$ cat config.mk
export PLATFORM = sky130hd
export DESIGN_NAME = latched_timebase
export DESIGN_NICKNAME = d
export VERILOG_FILES = /design/src/rtl/tbase_pkg.sv /design/src/rtl/tbase_counter.sv /design/src/rtl/tbase_snapshot.sv /design/src/rtl/tbase_regs.sv /design/src/rtl/latched_timebase.sv
export SDC_FILE = /design/constraint.sdc
export NUM_CORES = 1
export LEC_CHECK = 0
export CORE_ASPECT_RATIO = 0.9
export CORE_UTILIZATION = 55
export DETAILED_ROUTE_END_ITERATION = 8
export GPL_TIMING_DRIVEN = 0
export PLACE_DENSITY = 0.8
export SYNTH_ARGS = -nofsm -noshare
export SYNTH_HDL_FRONTEND = slang
export SYNTH_SLANG_ARGS = --single-unit
$ cat constraint.sdc
create_clock -name clk -period 3.44 [get_ports clk]
set_input_delay 0.86 -clock clk [delete_from_list [all_inputs] [get_ports clk]]
set_output_delay 0.86 -clock clk [all_outputs]
set_load 0.01 [all_outputs]
$ cat src/rtl/tbase_pkg.sv
`timescale 1ns/1ps
package tbase_pkg;
    localparam int BUS_W     = 32;
    localparam int ADDR_W    = 8;
    localparam int LATCH_BIT = 1;

    localparam logic [ADDR_W-1:0] OFS_CTRL    = 8'hA0;
    localparam logic [ADDR_W-1:0] OFS_SNAP_LO = 8'hA4;
    localparam logic [ADDR_W-1:0] OFS_SNAP_HI = 8'hA8;

    typedef enum logic [1:0] {
        SEL_NONE,
        SEL_CTRL,
        SEL_LO,
        SEL_HI
    } reg_sel_e;

    function automatic reg_sel_e decode_ofs(input logic [ADDR_W-1:0] a);
        reg_sel_e s;
        case (a)
            OFS_CTRL:    s = SEL_CTRL;
            OFS_SNAP_LO: s = SEL_LO;
            OFS_SNAP_HI: s = SEL_HI;
            default:     s = SEL_NONE;
        endcase
        return s;
    endfunction
endpackage

$ cat src/rtl/tbase_counter.sv
`timescale 1ns/1ps
module tbase_counter #(
    parameter int CNT_W = 64
) (
    input  logic             clk,
    input  logic             rst,
    input  logic             tick_en,
    output logic [CNT_W-1:0] cnt_q
);
    always_ff @(posedge clk) begin
        if (rst)
            cnt_q <= '0;
        else if (tick_en)
            cnt_q <= cnt_q + 1'b1;
    end


    inc_step_chk: assert property (@(posedge clk) disable iff (rst)
        tick_en |=> cnt_q == CNT_W'($past(cnt_q) + 1'b1));


    idle_hold_chk: assert property (@(posedge clk) disable iff (rst)
        !tick_en |=> $stable(cnt_q));
endmodule

$ cat src/rtl/tbase_snapshot.sv
`timescale 1ns/1ps
module tbase_snapshot #(
    parameter int CNT_W       = 64,
    parameter int SYNC_STAGES = 2
) (
    input  logic             clk,
    input  logic             rst,
    input  logic             req,
    input  logic [CNT_W-1:0] live,
    output logic             busy,
    output logic [CNT_W-1:0] hold
);
    localparam int STG_W = $clog2(SYNC_STAGES + 1);
    localparam logic [STG_W-1:0] STG_LAST = STG_W'(SYNC_STAGES - 1);

    logic             busy_q;
    logic [STG_W-1:0] stage_q;
    logic [CNT_W-1:0] hold_q;

    always_ff @(posedge clk) begin
        if (rst) begin
            busy_q  <= 1'b0;
            stage_q <= '0;
            hold_q  <= '0;
        end else if (!busy_q) begin
            if (req) begin
                busy_q  <= 1'b1;
                stage_q <= '0;
            end
        end else if (stage_q == STG_LAST) begin
            hold_q <= live;
            busy_q <= 1'b0;
        end else begin
            stage_q <= stage_q + 1'b1;
        end
    end

    assign busy = busy_q;
    assign hold = hold_q;


    hold_stable_chk: assert property (@(posedge clk) disable iff (rst)
        !busy_q |=> $stable(hold_q));


    stage_range_chk: assert property (@(posedge clk) disable iff (rst)
        busy_q |-> stage_q <= STG_LAST);
endmodule

$ cat src/rtl/tbase_regs.sv
`timescale 1ns/1ps
module tbase_regs
    import tbase_pkg::*;
#(
    parameter int CNT_W = 64
) (
    input  reg_sel_e         sel,
    input  logic             busy,
    input  logic [CNT_W-1:0] hold,
    output logic [BUS_W-1:0] rdata
);
    localparam int WIDE_W = 2 * BUS_W;

    logic [WIDE_W-1:0] wide;
    assign wide = WIDE_W'(hold);

    always_comb begin
        rdata = '0;
        case (sel)
            SEL_CTRL: rdata[LATCH_BIT] = busy;
            SEL_LO:   rdata = wide[BUS_W-1:0];
            SEL_HI:   rdata = wide[WIDE_W-1:BUS_W];
            default:  rdata = '0;
        endcase
    end
endmodule

$ cat src/rtl/latched_timebase.sv
`timescale 1ns/1ps
module latched_timebase
    import tbase_pkg::*;
#(
    parameter int CNT_W       = 64,
    parameter int SYNC_STAGES = 2
) (
    input  logic              clk,
    input  logic              rst,
    input  logic              tick_en,
    input  logic              wr_en,
    input  logic [ADDR_W-1:0] addr,
    input  logic [BUS_W-1:0]  wdata,
    output logic [BUS_W-1:0]  rdata
);
    reg_sel_e         sel;
    logic             req;
    logic             busy;
    logic [CNT_W-1:0] live;
    logic [CNT_W-1:0] hold;
    logic             unused_wdata;

    assign sel          = decode_ofs(addr);
    assign req          = wr_en && (sel == SEL_CTRL) && wdata[LATCH_BIT];
    assign unused_wdata = ^{wdata[BUS_W-1:LATCH_BIT+1], wdata[LATCH_BIT-1:0]};

    tbase_counter #(.CNT_W(CNT_W)) u_cnt (
        .clk     (clk),
        .rst     (rst),
        .tick_en (tick_en),
        .cnt_q   (live)
    );

    tbase_snapshot #(.CNT_W(CNT_W), .SYNC_STAGES(SYNC_STAGES)) u_snap (
        .clk  (clk),
        .rst  (rst),
        .req  (req),
        .live (live),
        .busy (busy),
        .hold (hold)
    );

    tbase_regs #(.CNT_W(CNT_W)) u_regs (
        .sel   (sel),
        .busy  (busy),
        .hold  (hold),
        .rdata (rdata)
    );


    busy_len_chk: assert property (@(posedge clk) disable iff (rst)
        $fell(busy) |-> $past(busy, 2) && !$past(busy, 3));


    busy_keep_chk: assert property (@(posedge clk) disable iff (rst)
        $rose(busy) |=> busy);


    unmapped_zero_chk: assert property (@(posedge clk) disable iff (rst)
        (addr != OFS_CTRL && addr != OFS_SNAP_LO && addr != OFS_SNAP_HI) |-> rdata == '0);
endmodule

## Word level (Yosys, flattened, before mapping)

Index checks and enable logic that the tools add are counted.
Widths: inputs -> output; s select.

- Add/subtract/negate cells: 2
- Multipliers: 0
- Div/mod/pow operators: 0
- Magnitude comparators: 0
- Equality and inequality tests: 8
- Shift-type cells: 0
- Multiplexer cells: 10
- Bitwise operators: 0
- Reductions and logical operators: 5

Operators with widths:

| kind | number |
|---|---|
| $add 64x1->64 const B | 1 |
| $pmux 30 s2 | 1 |
| $eq 8x8->1 const B | 3 |
| $mux 2 | 3 |
| $pmux 2 s3 | 1 |
| $eq 2x1->1 const B | 2 |
| $eq 2x2->1 const B | 2 |
| $reduce_and 2->1 | 2 |
| $mux 1 | 3 |
| $pmux 1 s3 | 1 |
| $add 2x1->2 const B | 1 |
| $logic_and 1x1->1 | 2 |
| $ne 2x2->1 const B | 1 |
| $pmux 1 s2 | 1 |
| $reduce_bool 2->1 | 1 |

- Bits in registers: 131
- Latch bits: 0
- Memory bits (writable): 0
- ROM bits: 0
- Input port bits: 44
- Output and inout port bits: 32
- Logic and storage cells: 29
- Memories: 0

## Longest topological paths before layout

- Depth after elaboration: 7
- Gate-level depth with buffers: 7
- Gate-level depth less buffers: 6

## Hierarchy

From an unflattened synthesis, not the netlist that was laid out.

- Cell total of the unflattened synthesis: 731
- Area total of the unflattened synthesis: 6827.8 um^2

By module, submodules not included:

| module | instances | cells each | area an instance (um^2) | seq. area each (um^2) |
|---|---|---|---|---|
| tbase_snapshot | 1 | 305 | 3121.7 | 1341.3 |
| tbase_counter | 1 | 347 | 3027.9 | 1281.2 |
| tbase_regs | 1 | 72 | 611.8 | 0.0 |
| latched_timebase | 1 | 7 | 66.3 | 0.0 |

## Worst setup path before layout

Ideal clock, no wire load.

- Kind: input to output
- Start: in addr[1]
- End: out rdata[10]
- Data arrival time: 2.153 ns
- Required time: 2.580 ns
- Slack: 0.427 ns
- Stages on the path: 5
- Path buffers: 1
- Path through: nor4b_1 > nand3b_1 > nor3b_1 > clkbuf_1 > a22o_1

- Cells in the longest elaborated chain, start to end: 4
- Elaborated cells between the ends (all ways): 7
- Classes of those cells: eq/ne (5); mux (2)

Ends and longest elaborated chain:

| what | RTL line | text |
|---|---|---|
| from (decl) | latched_timebase.sv:12 | `input logic [ADDR_W-1:0] addr,` |
| $eq 8x8->1 | tbase_pkg.sv:20 | `case (a)` |
| $pmux 2 s3 * | tbase_pkg.sv:20 |  |
| $eq 2x2->1 | tbase_regs.sv:19 | `case (sel)` |
| $pmux 30 s2 * | tbase_regs.sv:19 |  |
| to (decl) | latched_timebase.sv:14 | `output logic [BUS_W-1:0] rdata` |

Every way passes the cells marked *; elsewhere a longest branch is shown, timed or not.

## Worst setup path after layout

- Start: in addr[6]
- End: out rdata[4]

The elaborated chain is that of the path after synthesis.

==> summary.md <==
| Metric | Value |
|---|---|
| Deepest clock path buffer count | 2 |
| Latest clock arrival within the worst-skew pair | 420 ps |
| Min-delay worst type | register to register |
| Post-Syn Instances | 709 |
| Drt drc | 0 |
| Seq/Total Area, Yosys | 0.451 |
| I/O Buffers | 42 |
| FFs w/ async S/R, synth | 0 |
| Row count | 35 |
| FF+latch count, synth | 131 |
| Critical path endpoint category | primary output |
| Synthesis-to-layout area growth | 21.1% |
| Clk root buf | clkbuf_16 |
| Floorplan core area | 10,200 µm² |
| Mux share of post-synthesis cell area | 0.00538 |
| Sink Count | 131 |
| P_int | 2.64 mW |
| Pin count of the biggest net entering global routing | 17 |
| Starting Density | 0.568 |
| Sw power | 699 µW |
| CP startpoint kind | primary input |
| Unrepaired setup endpoints after global routing | no |
| Max Cap Viol | 0 |
| Synth Cell Area | 5820 µm² |
| Combinational Power Share | 0.019 |
| CP required | 2580 ps |
| Worst Clk Skew | 5.72 ps |
| Antenna diodes | 0 |
| Die Wd | 110 µm |
| GR Layer Usage met2 | 0.507 |
| Max Fclk | 0.302 GHz |
| Die Ht | 99.6 µm |
| Finish-stage setup viols | 0 |
| Status | complete, no violations |
| Switch share | 0.209 |
| Slew Limit Headroom | 0.512 |
| Simple-gate portion of the synthesized area | 0.304 |
| Global route overflow | 0 |
| WL/cell | 19.3 µm |
| Via Count | 5,757 |
| Hold buffer count at CTS | 0 |
| Via/cell ratio | 6.25 |
| Met3 usage | 0.0786 |
| Htree depth | 4 |
| Routed wire length | 17,700 µm |
| Post-Synth Adder-Cell Area | 0.00430 |
| Final count of hold timing violations | 0 |
| Post-synth top flop | dfxtp_1 |
| GR met1 Demand/Resource | 0.426 |
| Initial antenna violation count | 0 |
| Compound-Gate Fraction of Synth Area | 0.148 |
| Xor and xnor area share after synthesis | 0.0572 |
| Remaining antenna violation count | 0 |
| GRT Util Overall | 0.322 |
| DR iter-0 viols | 699 |
| Ys Warns | 0 |
| Final instance area | 7050 µm² |
| Tmin final | 3310 ps |
| Worst Tran Pin Value | 729 ps |
| Post-synthesis average cell area | 8.21 µm² |
| Gr busiest metal | met2 |
| Setup_tns | 0 ps |
| VDD IR max | 0.465 mV |
| Critical path class | primary input to primary output |
| Drt first pass iters | 5 |
| CTS tree | yes |
| Post-Place Cell Area | 6400 µm² |
| Global-route wire length before repair | 27,600 µm |
| Nets | 825 |
| Synth cell types | 49 |
| Post-synth EDFFs | 0 |
| TritonCTS buffer count | 17 |
| Crit path DAT | 2450 ps |
| Main combinational cell family by area after synthesis | simple AND/OR/NAND/NOR gates |
| Number of max-slew violations in the final report | 0 |
| Leakage | 2.44 nW |
| Share of cells above drive strength 1 | 0.135 |
| Vias in the first global route | 5,293 |
| Post-DP HPWL | 12,100 µm |
| Worst-path clk slew | 50 ps |
| Mapped Nets | 755 |
| Pwr Density | 473 nW/µm² |
| IO Pins | 76 |
| DIE AREA | 11,000 µm² |
| Tcrit/Tclk final | 0.962 |
| Sequential power share | 0.457 |
| Clk pwr share | 0.524 |
| CP max FO | 5 |
| GP Congestion | 0.912 |
## registers in the layout, indices dropped and copies added (netlist names)
signal / cells
u_cnt.cnt_q: 64
u_snap.hold: 64
u_snap.stage_q: 2
u_snap.busy: 1
## layout by cell type, fill, tap and decap left out, types with 17 or more instances in the layout
cell type  synthesis  final
a21oi_1           89     89
nand2_1          151    151
nor2_1            59     59
nand4_1           28     28
or3_1             17     17
xor2_1            25     25
clkbuf_1          30     27
o21ai_0           20     20
nand3_1           22     22
clkbuf_2           0     22
a22o_1            31     30
clkbuf_16          0     19
dfxtp_1          131    131
## worst max-delay path, stage by stage
cell             delay, ps
clkdlybuf4s15_1        200
nor4b_4                230
nand3b_1               240
nor3_4                 330
buf_6                  170
buf_8                  120
a22o_1                 160
buf_2                  140
## power by group through the flow
stage               registers (mW)  clock network (mW)  logic [mW]
floorplan                     1.56                   0      0.0312
global placement              1.56                   0      0.0552
detailed placement            1.56                   0      0.0570
CTS                           1.53                1.74      0.0598
global route                  1.52                1.82      0.0669
finish                        1.53                1.75      0.0626
## kinds of logic after synthesis
logic type	after synthesis
adders and majority gates	2
DFF	131
xor gates and xnor gates	38
muxes	3
AOI/OAI and AO/OA	146
and+or+nand+nor	344
buffers and inverters	45
## worst paths after layout
| check | end | cells after the start | slack (ps) | start |
|---|---|---|---|---|
| worst min register to register | u_snap.hold[60] | 2 | 450 | u_snap.hold[60] |
| worst max register to register | u_cnt.cnt_q[56] | 6 | 870 | u_cnt.cnt_q[0] |
| worst min-delay path | u_snap.hold[60] | 2 | 450 | u_snap.hold[60] |
| worst max-delay path | rdata[4] | 8 | 130 | addr[6] |
## metrics by stage
step	std cells	worst slack, ps	utilization	power (mW)	hold WS [ps]
2_1_floorplan	709	427	-	1.59	436
3_3_place_gp	880	-858	0.625	1.61	445
3_5_place_dp	880	-930	0.625	1.61	448
4_1_cts	916	-18.1	0.690	3.33	455
5_1_grt	921	29.4	0.688	3.41	472
6_report	921	130	0.688	3.34	454
## final cells by class
cell class	instances	area [µm²]
Fill cell	794	3200
Timing Repair Buffer	51	388
Clock inverter	10	108
Sequential cell	131	2620
Multi-Input combinational cell	533	3070
Tap cell	129	161
Inverter	9	33.8
Buffer	36	201
Clock buffer	22	464
## cells in the mapped netlist (2+ instances only)
cell type,number,area share
buf_1,4,0.0026
o21ai_0,20,0.017
and3_1,8,0.0086
dfxtp_1,131,0.45
nand2_1,151,0.097
and2_1,5,0.0054
nand3_1,22,0.019
xor2_1,25,0.038
o31ai_1,4,0.0052
nand4_1,28,0.030
nor4_1,7,0.0075
nor3_2,2,0.0034
clkbuf_1,30,0.019
nand4b_1,3,0.0045
or4_1,5,0.0065
nor4_4,2,0.0073
nand2b_1,2,0.0022
a22o_1,31,0.047
inv_1,9,0.0058
nor3_4,2,0.0056
or3_1,17,0.018
nor4_2,4,0.0086
nand4_2,4,0.0086
nor3_1,5,0.0043
mux2i_1,2,0.0034
nor2_1,59,0.038
nand3_2,4,0.0069
xnor2_1,13,0.020
ha_1,2,0.0043
a21oi_1,89,0.077
## repair_timing
item / in CTS / in global routing
buffers inserted: 2 / 2
pin swaps: 5 / 9
setup endpoints to repair: 31 / 31
gates cloned: 2 / 3
resized for setup: 91 / 58
## layer usage
metal / share of wire / vias up / wire length (µm)
li1: - / 2633 / -
met4: 0.032 / 0 / 564
met2: 0.45 / 315 / 8000
met3: 0.092 / 38 / 1630
met1: 0.43 / 2771 / 7550
met5: 0 / - / 0
Note: power is estimated with default switching activity, not from simulation.
